<file path="src/rtl/dma_beat_pkg.sv">
package dma_beat_pkg;

  typedef enum logic [1:0] {
    SEL_CPU  = 2'd0,
    SEL_PCI  = 2'd1,
    SEL_FILL = 2'd2
  } src_sel_e;

  localparam logic [3:0] CPU_RD     = 4'h0;
  localparam logic [3:0] CPU_RWITM  = 4'h1;
  localparam logic [3:0] CPU_WKILL  = 4'h2;
  localparam logic [3:0] CPU_WFLUSH = 4'h3;

endpackage

</file>
<file path="src/rtl/dma_cmd_sel.sv">
module dma_cmd_sel #(
  parameter bit WRITE_SIDE = 1'b0
) (
  input  logic       pci_i,
  input  logic       no_bus_i,
  input  logic       qual_i,
  input  logic [3:0] cmd_i,
  output logic [3:0] cmd_o,
  output logic       legal_o
);
  import dma_beat_pkg::*;

  logic       pci_ok;
  logic [3:0] cpu_cmd;

  generate
    if (WRITE_SIDE) begin : g_wr
      always_comb begin
        case (cmd_i)
          4'h3, 4'h7, 4'hF: pci_ok = 1'b1;
          default:          pci_ok = 1'b0;
        endcase
      end
      assign cpu_cmd = qual_i ? CPU_WFLUSH : CPU_WKILL;
    end else begin : g_rd
      always_comb begin
        case (cmd_i)
          4'h2, 4'h6, 4'hC, 4'hE: pci_ok = 1'b1;
          default:                pci_ok = 1'b0;
        endcase
      end
      assign cpu_cmd = qual_i ? CPU_RWITM : CPU_RD;
    end
  endgenerate

  always_comb begin
    if (no_bus_i) begin
      cmd_o   = 4'h0;
      legal_o = 1'b1;
    end else if (pci_i) begin
      cmd_o   = cmd_i;
      legal_o = pci_ok;
    end else begin
      cmd_o   = cpu_cmd;
      legal_o = 1'b1;
    end
  end

endmodule

</file>
<file path="src/rtl/dma_addr_step.sv">
module dma_addr_step #(
  parameter int AW   = 32,
  parameter int STEP = 4
) (
  input  logic          clk,
  input  logic          rst,
  input  logic          load_i,
  input  logic [AW-1:0] base_i,
  input  logic          hold_i,
  input  logic          adv_i,
  output logic [AW-1:0] addr_o
);
  localparam logic [AW-1:0] INC = AW'(STEP);

  logic [AW-1:0] addr_q;
  logic          hold_q;

  always_ff @(posedge clk) begin
    if (rst) begin
      addr_q <= '0;
      hold_q <= 1'b0;
    end else if (load_i) begin
      addr_q <= base_i;
      hold_q <= hold_i;
    end else if (adv_i && !hold_q) begin
      addr_q <= addr_q + INC;
    end
  end

  assign addr_o = addr_q;


  addr_step_chk: assert property (@(posedge clk) disable iff (rst)
    (adv_i && !hold_q && !load_i) |=> (addr_q == $past(addr_q) + INC));


  addr_hold_chk: assert property (@(posedge clk) disable iff (rst)
    (hold_q && !load_i) |=> $stable(addr_q));

endmodule

</file>
<file path="src/rtl/dma_byte_count.sv">
module dma_byte_count #(
  parameter int CW = 16,
  parameter int BB = 4
) (
  input  logic          clk,
  input  logic          rst,
  input  logic          load_i,
  input  logic [CW-1:0] cnt_i,
  input  logic          adv_i,
  output logic          valid_o,
  output logic [BB-1:0] be_o,
  output logic          last_o,
  output logic          done_o
);
  localparam logic [CW-1:0] BEAT = CW'(BB);

  logic [CW-1:0] remain_q;
  logic [CW-1:0] rem_next;
  logic          valid_q, last_q, done_q;
  logic [BB-1:0] be_q;

  function automatic logic [BB-1:0] mask_of(input logic [CW-1:0] n);
    logic [BB:0] t;
    if (n >= BEAT) begin
      mask_of = '1;
    end else begin
      t = ({{BB{1'b0}}, 1'b1} << n) - 1'b1;
      mask_of = t[BB-1:0];
    end
  endfunction

  assign rem_next = remain_q - BEAT;

  always_ff @(posedge clk) begin
    if (rst) begin
      remain_q <= '0;
      valid_q  <= 1'b0;
      last_q   <= 1'b0;
      done_q   <= 1'b0;
      be_q     <= '0;
    end else if (load_i) begin
      remain_q <= cnt_i;
      valid_q  <= (cnt_i != '0);
      last_q   <= (cnt_i <= BEAT);
      done_q   <= (cnt_i == '0);
      be_q     <= mask_of(cnt_i);
    end else if (adv_i) begin
      if (last_q) begin
        remain_q <= '0;
        valid_q  <= 1'b0;
        last_q   <= 1'b0;
        done_q   <= 1'b1;
        be_q     <= '0;
      end else begin
        remain_q <= rem_next;
        last_q   <= (rem_next <= BEAT);
        be_q     <= mask_of(rem_next);
        done_q   <= 1'b0;
      end
    end else begin
      done_q <= 1'b0;
    end
  end

  assign valid_o = valid_q;
  assign be_o    = be_q;
  assign last_o  = last_q;
  assign done_o  = done_q;


  be_nonzero_chk: assert property (@(posedge clk) disable iff (rst)
    valid_q |-> (be_q != '0));


  full_beat_chk: assert property (@(posedge clk) disable iff (rst)
    (valid_q && !last_q) |-> (be_q == {BB{1'b1}}));


  done_idle_chk: assert property (@(posedge clk) disable iff (rst)
    done_q |-> !valid_q);

endmodule

</file>
<file path="src/rtl/dma_beat_gen.sv">
module dma_beat_gen #(
  parameter int AW         = 32,
  parameter int CW         = 16,
  parameter int BEAT_BYTES = 4
) (
  input  logic                    clk,
  input  logic                    rst,
  input  logic                    start_i,
  input  logic [AW-1:0]           src_addr_i,
  input  logic [AW-1:0]           dst_addr_i,
  input  logic [CW-1:0]           byte_cnt_i,
  input  logic [1:0]              src_type_i,
  input  logic                    src_hold_i,
  input  logic                    src_byte_fill_i,
  input  logic [3:0]              src_cmd_i,
  input  logic                    src_rwitm_i,
  input  logic                    src_snoop_i,
  input  logic                    dst_type_i,
  input  logic                    dst_hold_i,
  input  logic [3:0]              dst_cmd_i,
  input  logic                    dst_flush_i,
  input  logic                    dst_snoop_i,
  input  logic                    beat_take_i,
  output logic                    beat_valid_o,
  output logic [1:0]              src_sel_o,
  output logic [AW-1:0]           src_addr_o,
  output logic [8*BEAT_BYTES-1:0] fill_o,
  output logic [3:0]              src_cmd_o,
  output logic                    src_snoop_o,
  output logic                    dst_sel_o,
  output logic [AW-1:0]           dst_addr_o,
  output logic [3:0]              dst_cmd_o,
  output logic                    dst_snoop_o,
  output logic [BEAT_BYTES-1:0]   byte_en_o,
  output logic                    last_o,
  output logic                    done_o,
  output logic                    illegal_o
);
  import dma_beat_pkg::*;

  localparam int DW = 8 * BEAT_BYTES;

  logic       is_fill, accept, legal, load, adv;
  logic       src_legal, dst_legal;
  logic [3:0] src_cmd_d, dst_cmd_d;
  logic       valid;

  logic [1:0] src_sel_q;
  logic [3:0] src_cmd_q, dst_cmd_q;
  logic       dst_sel_q, src_snp_q, dst_snp_q, byte_fill_q, illegal_q;

  assign is_fill = src_type_i[1];
  assign accept  = start_i && !valid;
  assign legal   = src_legal && dst_legal;
  assign load    = accept && legal;
  assign adv     = valid && beat_take_i;

  dma_cmd_sel #(.WRITE_SIDE(1'b0)) u_src_cmd (
    .pci_i   (src_type_i == 2'b01),
    .no_bus_i(is_fill),
    .qual_i  (src_rwitm_i),
    .cmd_i   (src_cmd_i),
    .cmd_o   (src_cmd_d),
    .legal_o (src_legal)
  );

  dma_cmd_sel #(.WRITE_SIDE(1'b1)) u_dst_cmd (
    .pci_i   (dst_type_i),
    .no_bus_i(1'b0),
    .qual_i  (dst_flush_i),
    .cmd_i   (dst_cmd_i),
    .cmd_o   (dst_cmd_d),
    .legal_o (dst_legal)
  );

  dma_addr_step #(.AW(AW), .STEP(BEAT_BYTES)) u_src_step (
    .clk   (clk),
    .rst   (rst),
    .load_i(load),
    .base_i(src_addr_i),
    .hold_i(src_hold_i || is_fill),
    .adv_i (adv),
    .addr_o(src_addr_o)
  );

  dma_addr_step #(.AW(AW), .STEP(BEAT_BYTES)) u_dst_step (
    .clk   (clk),
    .rst   (rst),
    .load_i(load),
    .base_i(dst_addr_i),
    .hold_i(dst_hold_i),
    .adv_i (adv),
    .addr_o(dst_addr_o)
  );

  dma_byte_count #(.CW(CW), .BB(BEAT_BYTES)) u_count (
    .clk    (clk),
    .rst    (rst),
    .load_i (load),
    .cnt_i  (byte_cnt_i),
    .adv_i  (adv),
    .valid_o(valid),
    .be_o   (byte_en_o),
    .last_o (last_o),
    .done_o (done_o)
  );

  always_ff @(posedge clk) begin
    if (rst) begin
      src_sel_q   <= SEL_CPU;
      src_cmd_q   <= 4'h0;
      dst_sel_q   <= 1'b0;
      dst_cmd_q   <= 4'h0;
      src_snp_q   <= 1'b0;
      dst_snp_q   <= 1'b0;
      byte_fill_q <= 1'b0;
      illegal_q   <= 1'b0;
    end else if (accept) begin
      illegal_q <= !legal;
      if (legal) begin
        src_sel_q   <= is_fill ? SEL_FILL : (src_type_i[0] ? SEL_PCI : SEL_CPU);
        src_cmd_q   <= src_cmd_d;
        dst_sel_q   <= dst_type_i;
        dst_cmd_q   <= dst_cmd_d;
        src_snp_q   <= src_snoop_i && (src_type_i == 2'b00);
        dst_snp_q   <= dst_snoop_i && !dst_type_i;
        byte_fill_q <= src_byte_fill_i;
      end
    end
  end

  assign beat_valid_o = valid;
  assign src_sel_o    = src_sel_q;
  assign src_cmd_o    = src_cmd_q;
  assign dst_sel_o    = dst_sel_q;
  assign dst_cmd_o    = dst_cmd_q;
  assign src_snoop_o  = src_snp_q && valid;
  assign dst_snoop_o  = dst_snp_q && valid;
  assign illegal_o    = illegal_q;
  assign fill_o       = byte_fill_q ? {BEAT_BYTES{src_addr_o[7:0]}} : src_addr_o[DW-1:0];


  illegal_quiet_chk: assert property (@(posedge clk) disable iff (rst)
    illegal_q |-> !valid);


  beat_hold_chk: assert property (@(posedge clk) disable iff (rst)
    (valid && !beat_take_i) |=> (valid && $stable(dst_addr_o) && $stable(byte_en_o)));


  snoop_bus_chk: assert property (@(posedge clk) disable iff (rst)
    src_snoop_o |-> (src_sel_o == SEL_CPU));

endmodule

</file>
<file path="config.mk">
export PLATFORM = sky130hd
export DESIGN_NAME = dma_beat_gen
export DESIGN_NICKNAME = d
export VERILOG_FILES = /design/src/rtl/dma_beat_pkg.sv /design/src/rtl/dma_cmd_sel.sv /design/src/rtl/dma_addr_step.sv /design/src/rtl/dma_byte_count.sv /design/src/rtl/dma_beat_gen.sv
export SDC_FILE = /design/constraint.sdc
export NUM_CORES = 1
export LEC_CHECK = 0
export ABC_AREA = 1
export BUFFER_PORTS_ARGS = -buffer_cell sky130_fd_sc_hd__buf_4
export CAP_MARGIN = 20
export CORE_ASPECT_RATIO = 1.2
export CORE_MARGIN = 4
export CORE_UTILIZATION = 57
export CTS_BUF_LIST = sky130_fd_sc_hd__clkbuf_8
export CTS_CLUSTER_SIZE = 16
export DETAILED_ROUTE_END_ITERATION = 8
export GPL_ROUTABILITY_DRIVEN = 0
export GPL_TIMING_DRIVEN = 0
export PLACE_DENSITY_LB_ADDON = 0.05
export SLEW_MARGIN = 10
export SYNTH_ARGS = -nofsm -noshare
export SYNTH_HDL_FRONTEND = slang
export SYNTH_SLANG_ARGS = --single-unit
</file>
<file path="constraint.sdc">
create_clock -name clk -period 6.4 [get_ports clk]
set_input_delay 1.92 -clock clk [delete_from_list [all_inputs] [get_ports clk]]
set_output_delay 1.92 -clock clk [all_outputs]
set_load 0.1 [all_outputs]
</file>
==> flow_metrics.env <==
export IMPL_cts_root_buf="clkbuf_8"
export IMPL_synth_top_family_by_area="simple AND/OR/NAND/NOR gates"
export IMPL_syn2layout_area_growth_pct=31.24
export IMPL_power_density_nw_per_um2=241.2
export IMPL_clk_latency_ns=0.39
export IMPL_core_um2=11190
export IMPL_worst_setup_path_end_kind="output port"
export IMPL_n_fill_cell=914
export IMPL_netlist_top_cells_area="dfxtp_1 (32%), nand2_1 (14%), inv_1 (5.6%)"
export IMPL_wl_per_cell_um=18.06
export IMPL_diodes=0
export IMPL_io_buffers=218
export IMPL_min_period_ns=3.892
export IMPL_syn_instance_count=1004
export IMPL_rows=42
export IMPL_worstPathArrival_ns=1.97
export IMPL_synth_compound_area_frac=0.2045
export IMPL_min_from="dst_snp_q"
export IMPL_ir_worst_vdd_mv=0.1334
export IMPL_maxCapViolations=0
export IMPL_track_usage=0.3606
export IMPL_route_detailed_drc=0
export IMPL_synth_flop_cell="dfxtp_1"
export IMPL_ys_seq_area_frac=0.3160
export IMPL_grt_pass1_wl_mm=38.36
export IMPL_rsz0062_at_grt="no"
export IMPL_cts_setup_buffers=0
export IMPL_grt_pass1_vias=7698
export IMPL_cp_required_ns=4.48
export IMPL_max_clock_freq_ghz=0.2570
export IMPL_finalCritPeriodShare=0.6081
export IMPL_yosys_register_bits=104
export IMPL_syn_nets=1113
export IMPL_drt_wl_total_mm=25.14
export IMPL_path_common_cell="clkbuf_1"
export IMPL_vias=8267
export IMPL_finalMaxSlewViolations=0
export IMPL_antenna_found_initial=0
export IMPL_start_kind="flop"
export IMPL_initial_utilization=0.5886
export IMPL_relSlewSlack=0.4041
export IMPL_synth_top_area_cell="dfxtp_1"
export IMPL_post_cts_resized=0
export IMPL_die_w_um=106.1
export IMPL_synthSimpleGateAreaFrac=0.3295
export IMPL_synth_adder_area_share=0.01329
export IMPL_drt_iter0_markers=828
export IMPL_dieArea_um2=13350
export IMPL_fin_skew_ns=0.007436
export IMPL_final_nets=1342
export IMPL_yosysWarnings=0
export IMPL_cts_tree="built"
export IMPL_synth_area_um2=6589
export IMPL_startpoint="byte_fill_q"
export IMPL_critPathKind="reg -> out"
export IMPL_fin_setup_tns_ns=0
export IMPL_crit_fanout=10
export IMPL_synthDistinctLibCells=49
export IMPL_hold_viol_final=0
export IMPL_synth_edf_count=0
export IMPL_max_stage_delay_ns=0.36
export IMPL_clock_sinks=104
export IMPL_muxShareOfSynthArea=0
export IMPL_final_setup_viol_count=0
export IMPL_synth_avg_cell_area_um2=6.563
export IMPL_cts_path_max_buffers=2
export IMPL_async_flop_share=0
export IMPL_synth_top_cell_area_share=0.3160
export IMPL_rr_startpoint="u_count.remain_q[2]"
export IMPL_total_power_mw=2.086
export IMPL_cts_hold_buf=0
export IMPL_htree_num_levels=3
export IMPL_status="finished clean"
export IMPL_layout_drive_gt1_share=0.2456
export IMPL_dp_hpwl_mm=19.49
export IMPL_tightest_slew_ns=0.8938
export IMPL_cts_clk_slew_worst_paths_ns=0.10
export IMPL_numCtsBuffers=9
export IMPL_grt_max_degree=18
export IMPL_dr_pass1_iters=8
export IMPL_final_core_util=0.7725
export IMPL_critPathSlowestCell="clkbuf_1"
export IMPL_hold_class="reg -> reg"
export IMPL_ant_nets=0
export IMPL_routed_via_density=5.939
export IMPL_die_h_um=125.8
export IMPL_p_leak_nw=3.913
export IMPL_ioPinCount=219
export IMPL_synthXorXnorAreaFrac=0.03722
export IMPL_overflow=0
export IMPL_crit_chain="clkbuf_1 > clkbuf_1 > nand2_1 > o21ai_0 > buf_4"
## through the flow
step           cell area (um^2)  hold slack [ns]  setup WS, ns  instances
6_report                   8647           0.4728         2.508       1392
5_1_grt                    8647           0.4989         2.434       1392
4_1_cts                    8647           0.4703         2.543       1392
3_5_place_dp               8418           0.4541         2.449       1376
3_3_place_gp               8418           0.4472         2.493       1376
2_1_floorplan              6589           0.4400         1.004       1004
## logic make-up (layout without fill, tap and decap cells)
kind of cell | after synthesis | after routing
and+or+nand+nor | 482 | 482
buffers and inverters | 161 | 395
DFF | 104 | 104
AOI/OAI and AO/OA | 222 | 222
xor gates and xnor gates | 28 | 28
adders and majority gates | 7 | 7
## where the power goes
part	switching (mW)	leakage [nW]	total (mW)	internal, mW
Sequential	0.0584	0.849	0.750	0.692
Clock	0.244	0.117	0.477	0.233
Combinational	0.645	2.95	0.858	0.213
## final cells by class
class                      count  area (um^2)  area share
multi-input combinational    739         3851      0.4454
sequential                   104         2082      0.2408
clock buffer                  10        137.6     0.01592
timing repair buffer         218         1637      0.1893
buffer                        54        254.0     0.02937
clock inverter                 6        91.34     0.01056
tap                          154        192.7     0.02228
inverter                     107        401.6     0.04645
## sequential cells by signal, indices dropped and copies added, names as in the netlist
name	count
dst_snp_q	1
dst_cmd_o	4
src_sel_o	2
u_dst_step.addr_o	32
u_dst_step.hold_q	1
u_count.remain_q	16
src_snp_q	1
illegal_o	1
byte_fill_q	1
u_count.be_o	4
u_count.done_o	1
u_count.valid_o	1
u_count.last_o	1
src_cmd_o	4
u_src_step.hold_q	1
u_src_step.addr_o	32
dst_sel_o	1
## cells in the final DEF (no fill, tap or decap), types with 5 or more instances in the layout
| cell type | instances |
|---|---|
| nor2_2 | 8 |
| clkbuf_1 | 27 |
| nand2_2 | 5 |
| o211ai_1 | 23 |
| o21ai_0 | 68 |
| nand3_1 | 55 |
| a21oi_1 | 58 |
| ha_1 | 7 |
| inv_1 | 98 |
| a31oi_1 | 20 |
| clkbuf_8 | 10 |
| buf_2 | 14 |
| nand4_1 | 22 |
| nand2_1 | 246 |
| a311oi_1 | 5 |
| nor3_1 | 23 |
| xor2_1 | 20 |
| a221oi_1 | 8 |
| inv_2 | 8 |
| o21bai_1 | 11 |
| nor4_1 | 5 |
| nor2_4 | 8 |
| or2_2 | 9 |
| dfxtp_1 | 104 |
| xnor2_1 | 8 |
| o221ai_1 | 9 |
| buf_4 | 227 |
| nor2_1 | 88 |
## final timing paths
path / depth (start not counted) / endpoint / slack [ns]
hold reg to reg: 2 / dst_snp_q / 0.47
hold / removal: 2 / dst_snp_q / 0.47
setup reg to reg: 19 / u_count.be_o[2] / 3.67
setup / recovery: 5 / fill_o[13] / 2.51
## metal layers
| metal | GRT usage | share of wire | vias up |
|---|---|---|---|
| met3 | 0.09007 | 0.13 | 113 |
| met4 | 0.1837 | 0.049 | 0 |
| li1 | - | - | 3839 |
| met5 | 0 | 0 | - |
| met2 | 0.5987 | 0.47 | 615 |
| met1 | 0.4304 | 0.35 | 3700 |
## critical path: cells and delay by family (launching register included)
| family | cells | cell delay (ns) |
|---|---|---|
| buf+inv | 3 | 0.98 |
| flops | 1 | 0.32 |
| simple gates | 1 | 0.17 |
| compound gates | 1 | 0.11 |
## synthesized netlist by cell type, types with 2 or more instances
| cell type | n |
|---|---|
| nand2_1 | 246 |
| dfxtp_1 | 104 |
| inv_1 | 98 |
| nor2_1 | 88 |
| o21ai_0 | 68 |
| a21oi_1 | 58 |
| nand3_1 | 55 |
| clkbuf_1 | 27 |
| nor3_1 | 23 |
| o211ai_1 | 23 |
| nand4_1 | 22 |
| a31oi_1 | 20 |
| xor2_1 | 20 |
| buf_2 | 14 |
| o21bai_1 | 11 |
| buf_4 | 9 |
| o221ai_1 | 9 |
| or2_2 | 9 |
| a221oi_1 | 8 |
| inv_2 | 8 |
| nor2_2 | 8 |
| nor2_4 | 8 |
| xnor2_1 | 8 |
| ha_1 | 7 |
| a311oi_1 | 5 |
| nand2_2 | 5 |
| nor4_1 | 5 |
| buf_1 | 4 |
| o21ai_1 | 4 |
| o31ai_1 | 4 |
| a211oi_1 | 3 |
| nand3_2 | 3 |
| o2111ai_1 | 2 |
| o21a_1 | 2 |
| or2_0 | 2 |
No activity file was read; power rests on OpenSTA's default activity.
